$ cat src/rtl/phase_sweep_pkg.sv
package phase_sweep_pkg;
  typedef enum logic [1:0] {
    OP_LOAD  = 2'd0,
    OP_RESET = 2'd1,
    OP_CLEAR = 2'd2
  } sweep_op_e;

  typedef enum logic [1:0] {
    SQ_IDLE  = 2'd0,
    SQ_ISSUE = 2'd1,
    SQ_WAIT  = 2'd2
  } sweep_state_e;
endpackage

$ cat src/rtl/sweep_step_gen.sv
module sweep_step_gen
  import phase_sweep_pkg::*;
#(
  parameter int NUM_BLOCKS = 16,
  parameter int LAG        = 2,
  localparam int BW = $clog2(NUM_BLOCKS),
  localparam int KW = $clog2(NUM_BLOCKS + LAG)
) (
  input  logic          clk,
  input  logic          rst,
  input  logic          restart,
  input  logic          advance,
  output sweep_op_e     op,
  output logic [BW-1:0] blk,
  output logic          last
);
  logic [KW-1:0] k_q, k_n, lagged;
  logic [1:0]    ph_q, ph_n;

  // phase 0/1 act on block k, phase 2/3 act on block k-LAG
  always_comb begin
    lagged = k_q - KW'(LAG);
    blk    = ph_q[1] ? lagged[BW-1:0] : k_q[BW-1:0];
    case (ph_q)
      2'd0:    op = OP_LOAD;
      2'd2:    op = OP_CLEAR;
      default: op = OP_RESET;
    endcase
    last = (k_q == KW'(NUM_BLOCKS + LAG - 1)) && (ph_q == 2'd3);
  end

  always_comb begin
    k_n  = k_q;
    ph_n = ph_q;
    case (ph_q)
      2'd0: ph_n = 2'd1;
      2'd1: begin
        if (k_q >= KW'(LAG)) begin
          ph_n = 2'd2;
        end else begin
          k_n  = k_q + KW'(1);
          ph_n = 2'd0;
        end
      end
      2'd2: ph_n = 2'd3;
      default: begin
        k_n  = k_q + KW'(1);
        ph_n = (k_q < KW'(NUM_BLOCKS - 1)) ? 2'd0 : 2'd2;
      end
    endcase
  end

  always_ff @(posedge clk) begin
    if (rst || restart) begin
      k_q  <= '0;
      ph_q <= 2'd0;
    end else if (advance) begin
      k_q  <= k_n;
      ph_q <= ph_n;
    end
  end
endmodule

$ cat src/rtl/sweep_cmd_reg.sv
module sweep_cmd_reg
  import phase_sweep_pkg::*;
#(
  parameter int BW = 4
) (
  input  logic          clk,
  input  logic          rst,
  input  logic          load,
  input  logic          drop,
  input  sweep_op_e     op_in,
  input  logic [BW-1:0] blk_in,
  output logic          valid,
  output logic [1:0]    op,
  output logic [BW-1:0] blk
);
  always_ff @(posedge clk) begin
    if (rst) begin
      valid <= 1'b0;
      op    <= 2'd0;
      blk   <= '0;
    end else if (load) begin
      valid <= 1'b1;
      op    <= op_in;
      blk   <= blk_in;
    end else if (drop) begin
      valid <= 1'b0;
    end
  end
endmodule

$ cat src/rtl/phase_sweep_seq.sv
module phase_sweep_seq
  import phase_sweep_pkg::*;
#(
  parameter int NUM_BLOCKS = 16,
  parameter int LAG        = 2,
  localparam int BW = $clog2(NUM_BLOCKS)
) (
  input  logic                  clk,
  input  logic                  rst,
  input  logic                  start,
  input  logic [NUM_BLOCKS-1:0] blk_settling,
  input  logic                  cmd_done,
  output logic                  cmd_valid,
  output logic [1:0]            cmd_op,
  output logic [BW-1:0]         cmd_block,
  output logic                  frame_done
);
  sweep_state_e  state_q, state_n;
  sweep_op_e     step_op;
  logic [BW-1:0] step_blk;
  logic          step_last, step_adv, step_restart;
  logic          issue, drop, fd_n;

  sweep_step_gen #(.NUM_BLOCKS(NUM_BLOCKS), .LAG(LAG)) step_i (
    .clk(clk), .rst(rst), .restart(step_restart), .advance(step_adv),
    .op(step_op), .blk(step_blk), .last(step_last)
  );

  sweep_cmd_reg #(.BW(BW)) cmd_i (
    .clk(clk), .rst(rst), .load(issue), .drop(drop),
    .op_in(step_op), .blk_in(step_blk),
    .valid(cmd_valid), .op(cmd_op), .blk(cmd_block)
  );

  always_comb begin
    state_n      = state_q;
    issue        = 1'b0;
    drop         = 1'b0;
    step_adv     = 1'b0;
    step_restart = 1'b0;
    fd_n         = 1'b0;
    case (state_q)
      SQ_IDLE: begin
        if (start) begin
          step_restart = 1'b1;
          state_n      = SQ_ISSUE;
        end
      end
      SQ_ISSUE: begin
        if (!blk_settling[step_blk]) begin
          issue   = 1'b1;
          state_n = SQ_WAIT;
        end
      end
      SQ_WAIT: begin
        if (cmd_done) begin
          drop = 1'b1;
          if (step_last) begin
            fd_n         = 1'b1;
            step_restart = 1'b1;
            state_n      = start ? SQ_ISSUE : SQ_IDLE;
          end else begin
            step_adv = 1'b1;
            state_n  = SQ_ISSUE;
          end
        end
      end
      default: state_n = SQ_IDLE;
    endcase
  end

  always_ff @(posedge clk) begin
    if (rst) begin
      state_q    <= SQ_IDLE;
      frame_done <= 1'b0;
    end else begin
      state_q    <= state_n;
      frame_done <= fd_n;
    end
  end
endmodule

$ cat config.mk
export PLATFORM = sky130hd
export DESIGN_NAME = phase_sweep_seq
export DESIGN_NICKNAME = d
export VERILOG_FILES = /design/src/rtl/phase_sweep_pkg.sv /design/src/rtl/sweep_step_gen.sv /design/src/rtl/sweep_cmd_reg.sv /design/src/rtl/phase_sweep_seq.sv
export SDC_FILE = /design/constraint.sdc
export NUM_CORES = 1
export LEC_CHECK = 0
export ABC_AREA = 1
export BUFFER_PORTS_ARGS = -buffer_cell sky130_fd_sc_hd__buf_2
export CAP_MARGIN = 20
export CORE_MARGIN = 2
export CORE_UTILIZATION = 47
export DETAILED_ROUTE_END_ITERATION = 10
export PLACE_DENSITY = 0.8
export SKIP_CTS_REPAIR_TIMING = 1
export SYNTH_ARGS = -nofsm -noshare
export SYNTH_HDL_FRONTEND = slang
export SYNTH_SLANG_ARGS = --single-unit
$ cat constraint.sdc
create_clock -name clk -period 1.7 [get_ports clk]
set_input_delay 0 -clock clk [delete_from_list [all_inputs] [get_ports clk]]
set_output_delay 0 -clock clk [all_outputs]
set_load 0.05 [all_outputs]
==> flow_summary_export.csv <==
group,metric,value,unit
status,status,"complete, but fails checks",
status,violations,"hold timing",
sta,clock.fmax,625,MHz
sta,max-slew-margin-rel,75.1,%
clock_network,clk_pin_slew,100,ps
placement,dp_hpwl,1770,um
logic_synthesis,postSynthCellCount,176,
logic_synthesis,synth_area_per_cell,6.24,um2
power_and_ir_drop,p_total,0.000810,W
die,die_w,52.3,um
setup_path,criticalPathCategory,"flip-flop to flip-flop",
route,drt_iter0_drc,20,
sta,setup_viol,0,
logic_synthesis,synthAdderAreaFrac,5.69,%
finish,multi_input_area,668,um2
global_route,grt_max_degree,13,
sta,fin_crit,1600,ps
clock_network,clk_path_buf_depth,2,
logic_synthesis,synth_top_area_share,31.0,%
sta,hold_slack,-82.9,ps
logic_synthesis,ys_seq_elements,17,
placement,place_area,1280,um2
finish,syn_to_final_growth,20.7,%
clock_network,cts_sinks,17,
power_and_ir_drop,ir_drop,0.503,mV
route,wl_per_cell,9.37,um
die,dieArea,2740,um2
die,core_area,2210,um2
finish,seq_area,345,um2
die,io_pins,28,
route,detailroute.via_count,1138,
route,drc,0,
logic_synthesis,ys_types,20,
global_route,grt_usage,19.0,%
route,drtPass1Iterations,4,
global_route,grt_pass1_wl,3950,um
route,viasPerCell,4.78,
die,initial_utilization,49.7,%
hold_path,min_path_type,"input pin to flip-flop",
die,fp.dieH,52.3,um
sta,fin_worst_skew,3.19,ps
sta,hold_violations,3,
sta,rsz0062_at_grt,"yes",
logic_synthesis,ys_warn_count,0,
clock_network,cts-htree-levels,1,
logic_synthesis,ys_async_sr_fraction,0,%
global_route,grt_pass1_vias,987,
finish,drive_gt1_share,27.6,%
logic_synthesis,synth_compound_area_share,9.91,%
logic_synthesis,syn_nets,201,
finish,utilization,60.0,%
logic_synthesis,synthXorXnorAreaFrac,2.39,%
logic_synthesis,synth_mux_area_share,0,%
setup_path,worstPathMaxFanout,8,
sta,setup-tns-final,0,ps
logic_synthesis,synth_edf_count,0,
clock_network,insertion_delay,290,ps
finish,diodes,0,
route,postRouteAntennaNets,0,
global_route,overflow,0,
logic_synthesis,synth_simple_gate_area_share,41.9,%
die,fp-row-count,17,
finish,final_nets,236,
setup_path,arrival,1790,ps
logic_synthesis,ys.flop_type,"dfxtp_1",
clock_network,cts_tree,"built",
placement,place.port_buffers,27,
logic_synthesis,synth_top_family_by_area,"simple AND/OR/NAND/NOR gates",
setup_path,cp-end-kind,"flip-flop",
finish,design_area,1330,um2
clock_network,numCtsBuffers,3,
sta,period_share,94.2,%
flow_run,max_cap_violations,0,
power_and_ir_drop,power_density,611,nW/um2
placement,gp_congestion,0.835,
finish,n_fill_cell,228,
setup_path,crit_path_start_kind,"flip-flop",
logic_synthesis,synth.area.top_cells,"dfxtp_1 (31%), nand2_1 (25%), a21oi_1 (5.9%)",
sta,worst_pin_slew,373,ps
sta,slew_viol_final,0,
setup_path,worstPathRequired,1890,ps
logic_synthesis,syn-cell-area,1100,um2
logic_synthesis,synth.most_common_cell,"nand2_1",
logic_synthesis,yosysTopAreaCell,"dfxtp_1",
power_and_ir_drop,p_leak,0.677,nW
global_route,grt_antenna_before_repair,0,
clock_network,cts_root_buf,"clkbuf_4",
route,drt-total-wl,2230,um
logic_synthesis,yosysSeqAreaShare,31.0,%
logic_synthesis,ys_top_cells_by_count,"nand2_1 (73), dfxtp_1 (17), nor2_1 (16), a21oi_1 (13), inv_1 (13)",
critical path: stages, from the launching register on:
cell	delay, ps
dfxtp_2	350
inv_2	50
ha_1	270
o21ai_2	190
inv_1	80
nand2_1	80
nand3_2	90
nand2_4	130
nand2_4	90
nor2_1	120
nor2_1	50
cells by family (layout without fill, tap and decap cells):
| logic type | Yosys count | after routing |
|---|---|---|
| flops | 17 | 17 |
| buf+inv | 22 | 56 |
| xor+xnor | 3 | 3 |
| simple gates | 108 | 108 |
| fa+ha+maj | 5 | 5 |
| compound gates | 21 | 21 |
metrics by stage:
step | instances | setup WS (ps)
after global placement | 234 | 118
after detailed placement | 234 | 40.4
final | 238 | 99.0
after floorplan | 176 | 54.5
after global routing | 238 | -21.5
after CTS | 238 | 20.8
final timing paths:
kind | from | end | slack, ps | depth (start not counted)
hold / removal | rst | state_q[1]$_SDFFE_PP0P_ | -80 | 2
setup reg to reg | step_i.k_q[1]$_SDFFE_PP0P_ | cmd_i.blk[1]$_SDFFE_PP0P_ | 100 | 10
setup / recovery | step_i.k_q[1]$_SDFFE_PP0P_ | cmd_i.blk[1]$_SDFFE_PP0P_ | 100 | 10
hold reg to reg | cmd_i.valid$_SDFFE_PP0P_ | cmd_i.valid$_SDFFE_PP0P_ | 480 | 2
layout make-up:
cell class	count	share of cell area (%)
Clock inverter	1	0.377
Timing Repair Buffer	32	13.0
Sequential cell	17	26.0
Tap cell	28	2.64
Multi-Input combinational cell	137	50.4
Clock buffer	3	1.70
Inverter	20	5.85
cell usage in the layout (no fill, tap or decap), types with 2 or more instances in the layout:
cell       n
nand2_2    2
clkbuf_4   3
xor2_1     2
nor2_1    16
ha_1       5
inv_1     12
o21ai_0    6
nand3_2    3
buf_4      5
nand3_1   10
a21oi_1   13
nand2_4    2
buf_2     27
dfxtp_1   13
nand2_1   72
inv_2      7
dfxtp_2    4
layer usage:
layer	vias to the layer above	global-route usage, %	wire length [um]
met5	-	0	0
met4	0	7.69	36
met3	5	2.57	142
met2	42	30.8	987
met1	472	25.1	1060
li1	619	-	-
where the power goes:
group / total, W / switching [W] / internal [W]
clock network: 0.000219 / 0.000131 / 0.0000875
registers: 0.000423 / 0.00000909 / 0.000414
logic: 0.000168 / 0.000111 / 0.0000574
registers in the layout, summed over array words and instances, names as in the netlist:
name,cells
step_i.ph_q,2
cmd_i.blk,4
cmd_i.valid,1
frame_done,1
cmd_i.op,2
step_i.k_q,5
state_q,2
Power figures use the tool's default switching activity.
